File: src/rtl/chr_mir_pkg.sv
package chr_mir_pkg;

  typedef enum logic [1:0] {
    MIR_VERT   = 2'd0,
    MIR_HORIZ  = 2'd1,
    MIR_PAGE0  = 2'd2,
    MIR_PAGE1  = 2'd3
  } mir_kind_e;

  // Decode the inner mirroring register into a layout kind.
  function automatic mir_kind_e mir_decode(input logic [1:0] mreg, input logic single_ok);
    if (single_ok && mreg[1])
      return mreg[0] ? MIR_PAGE1 : MIR_PAGE0;
    return mreg[0] ? MIR_HORIZ : MIR_VERT;
  endfunction

  // Nametable page line for a layout kind and a video address.
  function automatic logic mir_page(input mir_kind_e kind, input logic a10, input logic a11);
    case (kind)
      MIR_VERT:  return a10;
      MIR_HORIZ: return a11;
      MIR_PAGE0: return 1'b0;
      default:   return 1'b1;
    endcase
  endfunction

endpackage

File: src/rtl/chrsel_low_bank.sv
module chrsel_low_bank #(
  parameter int INNER_W = 8,
  parameter int PAGE_W  = 3
) (
  input  logic [PAGE_W-1:0]           ppu_page,
  input  logic [INNER_W-1:0]          inner_bank,
  input  logic [INNER_W-2-PAGE_W:0]   cart_bank,
  input  logic                        cart_mode,
  output logic [INNER_W-2:0]          low_bits,
  output logic                        inner_a17
);
  localparam int LOW_W  = INNER_W - 1;
  localparam int CART_W = LOW_W - PAGE_W;

  function automatic logic [LOW_W-1:0] pick_low(
    input logic              mode8k,
    input logic [CART_W-1:0] cbank,
    input logic [PAGE_W-1:0] page,
    input logic [LOW_W-1:0]  ibank
  );
    return mode8k ? {cbank, page} : ibank;
  endfunction

  always_comb begin
    low_bits  = pick_low(cart_mode, cart_bank, ppu_page, inner_bank[LOW_W-1:0]);
    inner_a17 = inner_bank[INNER_W-1];

    if (cart_mode) begin
      p_page_pass_r2: assert (low_bits[PAGE_W-1:0] == ppu_page);
      p_cart_bank_r2: assert (low_bits[LOW_W-1:PAGE_W] == cart_bank);
    end else begin
      p_inner_pass_r1: assert ((low_bits ^ inner_bank[LOW_W-1:0]) == '0);
    end
  end
endmodule

File: src/rtl/chrsel_high_merge.sv
module chrsel_high_merge #(
  parameter bit SWAP_HI = 1'b0
) (
  input  logic       inner_a17,
  input  logic       a17_pin,
  input  logic       outer_a17,
  input  logic [1:0] outer_hi,
  output logic [2:0] high_bits   // {A19, A18, A17}
);
  logic [1:0] hi_pair;

  generate
    if (SWAP_HI) begin : g_swapped
      assign hi_pair = {outer_hi[0], outer_hi[1]};
    end else begin : g_straight
      assign hi_pair = outer_hi;
    end
  endgenerate

  always_comb begin
    high_bits = {hi_pair, (a17_pin ? outer_a17 : inner_a17)};

    if (a17_pin) begin
      p_a17_outer_r3: assert (high_bits[0] == outer_a17);
    end else begin
      p_a17_inner_r3: assert (high_bits[0] == inner_a17);
    end
    p_hi_parity_r4: assert ((high_bits[2] ^ high_bits[1]) == (outer_hi[1] ^ outer_hi[0]));
  end
endmodule

File: src/rtl/chrsel_mirror.sv
module chrsel_mirror
  import chr_mir_pkg::*;
(
  input  logic       ppu_a10,
  input  logic       ppu_a11,
  input  logic [1:0] mirror_reg,
  input  logic       single_en,
  input  logic       mirror_from_prg,
  input  logic       r6_bit4,
  output logic       ciram_a10,
  output mir_kind_e  mir_kind
);
  always_comb begin
    mir_kind  = mir_decode(mirror_reg, single_en);
    ciram_a10 = mirror_from_prg ? r6_bit4 : mir_page(mir_kind, ppu_a10, ppu_a11);

    if (mirror_from_prg) begin
      p_prg_page_r7: assert (ciram_a10 == r6_bit4);
    end else if (single_en && mirror_reg[1]) begin
      p_single_r6: assert (ciram_a10 == mirror_reg[0]);
    end else if (mirror_reg[0]) begin
      p_horiz_r5: assert (ciram_a10 == ppu_a11);
    end else begin
      p_vert_r5: assert (ciram_a10 == ppu_a10);
    end
  end
endmodule

File: src/rtl/chr_mirror_sel.sv
module chr_mirror_sel
  import chr_mir_pkg::*;
#(
  parameter int INNER_W = 8,
  parameter bit SWAP_HI = 1'b0
) (
  input  logic [13:0]          ppu_addr,
  input  logic [INNER_W-1:0]   inner_bank,
  input  logic [INNER_W-5:0]   cart8k_bank,
  input  logic                 cart8k_mode,
  input  logic                 a17_pin,
  input  logic                 outer_a17,
  input  logic [1:0]           outer_hi,
  input  logic [1:0]           mirror_reg,
  input  logic                 single_en,
  input  logic                 mirror_from_prg,
  input  logic                 r6_bit4,
  output logic [INNER_W+1:0]   chr_addr,
  output logic                 ciram_a10
);
  localparam int PAGE_W = 3;
  localparam int LOW_W  = INNER_W - 1;

  logic [LOW_W-1:0] low_bits;
  logic             inner_a17;
  logic [2:0]       high_bits;
  mir_kind_e        mir_kind;

  chrsel_low_bank #(.INNER_W(INNER_W), .PAGE_W(PAGE_W)) u_low (
    .ppu_page   (ppu_addr[10 +: PAGE_W]),
    .inner_bank (inner_bank),
    .cart_bank  (cart8k_bank),
    .cart_mode  (cart8k_mode),
    .low_bits   (low_bits),
    .inner_a17  (inner_a17)
  );

  chrsel_high_merge #(.SWAP_HI(SWAP_HI)) u_high (
    .inner_a17 (inner_a17),
    .a17_pin   (a17_pin),
    .outer_a17 (outer_a17),
    .outer_hi  (outer_hi),
    .high_bits (high_bits)
  );

  chrsel_mirror u_mir (
    .ppu_a10         (ppu_addr[10]),
    .ppu_a11         (ppu_addr[11]),
    .mirror_reg      (mirror_reg),
    .single_en       (single_en),
    .mirror_from_prg (mirror_from_prg),
    .r6_bit4         (r6_bit4),
    .ciram_a10       (ciram_a10),
    .mir_kind        (mir_kind)
  );

  assign chr_addr = {high_bits, low_bits};
endmodule

File: config.mk
export PLATFORM = sky130hd
export DESIGN_NAME = chr_mirror_sel
export DESIGN_NICKNAME = d
export VERILOG_FILES = /design/src/rtl/chr_mir_pkg.sv /design/src/rtl/chrsel_low_bank.sv /design/src/rtl/chrsel_high_merge.sv /design/src/rtl/chrsel_mirror.sv /design/src/rtl/chr_mirror_sel.sv
export SDC_FILE = /design/constraint.sdc
export NUM_CORES = 1
export LEC_CHECK = 0
export BUFFER_PORTS_ARGS = -buffer_cell sky130_fd_sc_hd__buf_2
export CAP_MARGIN = 20
export CELL_PAD_IN_SITES_DETAIL_PLACEMENT = 1
export CELL_PAD_IN_SITES_GLOBAL_PLACEMENT = 1
export CORE_MARGIN = 4
export CORE_UTILIZATION = 13
export DETAILED_ROUTE_END_ITERATION = 7
export PLACE_DENSITY = 0.91
export SETUP_SLACK_MARGIN = 0.15
export SLEW_MARGIN = 0
export SYNTH_ARGS = -nofsm -noshare
export SYNTH_HDL_FRONTEND = slang
export SYNTH_HIERARCHICAL = 1
export SYNTH_SLANG_ARGS = --single-unit
File: constraint.sdc
create_clock -name vclk -period 0.8
set_input_delay 0.04 -clock vclk [all_inputs]
set_output_delay 0.04 -clock vclk [all_outputs]
set_load 0.01 [all_outputs]
==> flow_summary.ini <==
[critical_path]
critPathKind = input pin to primary output
worstSetupEndpointType = primary output
worst-path-max-fanout = 2
cp.arrival_ns = 0.61
startpoint_type = input pin
setup.worst_path.end = ciram_a10
worst_ep_required_time_ns = 0.76
critPathLaunch = mirror_reg[0]

[grt]
grt_pass1_vias = 271
overflow = 0
grt_start_max_net_pins = 8
antenna_found_initial = 0
grt_usage = 0.05787
grt_pass1_wl_um = 938

[sta]
slew-limit-headroom = 0.8954
period_minus_slack_ns = 0.6477
max_clock_freq_mhz = 1544
fin_ws_ns = 0.1523
setup_viol = 0
tightest_slew_ns = 0.1560
final_min_period_over_clock_period = 0.8096
finalSetupTns_ns = 0
slew_violations = 0
hold_viol = 0
rsz0062_at_grt = true

[pwr]
power_density_nw_per_um2 = 563.3
leakage_nw = 0.2255
p_seq_frac = 0
peakVddDrop_uv = 159.6
switchingPower_w = 0.00007853
p_sw_frac = 0.3677
p_int_w = 0.0001350
p_clk_frac = 0
combPwrFrac = 1.000

[placed_design]
port_buffers = 32
place_ws_ns = 0.02566
dp_hpwl_um = 651.2
gp_routability_congestion = 0.5508

[detailed_routing]
detail-route-antenna-nets = 0
wl_um = 701
drt-initial-drc-count = 0
drc = 0
vias = 258
wl_per_cell_um = 11.49
drt_pre_antenna_iters = 1
avgViaCountPerCell = 4.230

[final_layout]
seq_cell_count = 0
ff_latch_area_um2 = 0
syn_to_final_growth_pct = 91.77
fillers = 179
clkbuf_count = 0
layout-drive-gt1-share = 0.9783
n_antenna_cell = 0
layout_common_cells = buf_2 (29), mux2_4 (8), buf_6 (2)
layout_commonest_cell = buf_2
multi_input_area_um2 = 168.9
final_nets = 84

[status]
status = finished, final reports clean

[die]
start_util = 0.1447
core_area_um2 = 1366
die_h_um = 47.00
die_w_um = 47.00
std_cell_rows = 13
dieArea_um2 = 2209
num_io_pins = 47

[synth]
syn_inst = 18
yosys_warnings = 6
syn_area_um2 = 197.7
syn_nets = 54
syn_avg_cell_area_um2 = 10.98

[min_path]
min_path_type = input pin to primary output

[job]
drv_cap = 0
==> worst max-delay path, cell delays in order <==
cell     delay (ns)
buf_2          0.10
nor3b_2        0.15
o31ai_2        0.16
buf_2          0.16
==> cell type report <==
| cell class | count | area share |
|---|---|---|
| multi-input combinational | 13 | 0.4455 |
| timing repair buffer | 32 | 0.4950 |
| tap | 15 | 0.04950 |
| inverter | 1 | 0.009901 |
==> power by group through the flow <==
stage	combinational, W	clock, W	sequential (W)
global placement	0.000191	0	0
floorplan	0.000118	0	0
finish	0.000214	0	0
detailed placement	0.000198	0	0
global route	0.000230	0	0
CTS	0.000215	0	0
==> what timing repair did <==
action                                 4_1_cts  5_1_grt
pin swaps                                    3        1
setup endpoints to repair                    8        3
resized for setup                            7        1
buffers inserted                             0        0
endpoints found under the hold margin        0        0
hold buffers                                 0        0
==> how the worst min path moves through the flow <==
stage,from,slack [ns],endpoint,depth (start not counted)
2_1_floorplan,mirror_from_prg,0.15,ciram_a10,1
3_3_place_gp,outer_hi[1],0.08,chr_addr[9],0
3_5_place_dp,outer_hi[1],0.08,chr_addr[9],0
4_1_cts,outer_hi[1],0.08,chr_addr[9],0
5_1_grt,outer_hi[0],0.08,chr_addr[8],0
6_report,outer_hi[0],0.08,chr_addr[8],0
==> metal layers <==
layer | track usage | vias up | share of wire
met3 | 0.01916 | 0 | 0.29
met5 | 0 | - | 0
met1 | 0.03820 | 109 | 0.23
met4 | 0 | 0 | 0
met2 | 0.1436 | 31 | 0.48
li1 | - | 118 | -
==> metrics by stage <==
step	instance area, µm²	total power [W]	cells	util	hold slack [ns]
after global routing	379.1	0.0002303	61	0.2775	0.08003
after detailed placement	342.8	0.0001976	61	0.2509	0.08007
after floorplan	197.7	0.0001175	18	-	0.1513
after CTS	374.1	0.0002148	61	0.2738	0.08007
after global placement	342.8	0.0001908	61	0.2509	0.08007
final	379.1	0.0002135	61	0.2775	0.08000
No activity file was read; power rests on OpenSTA's default activity.
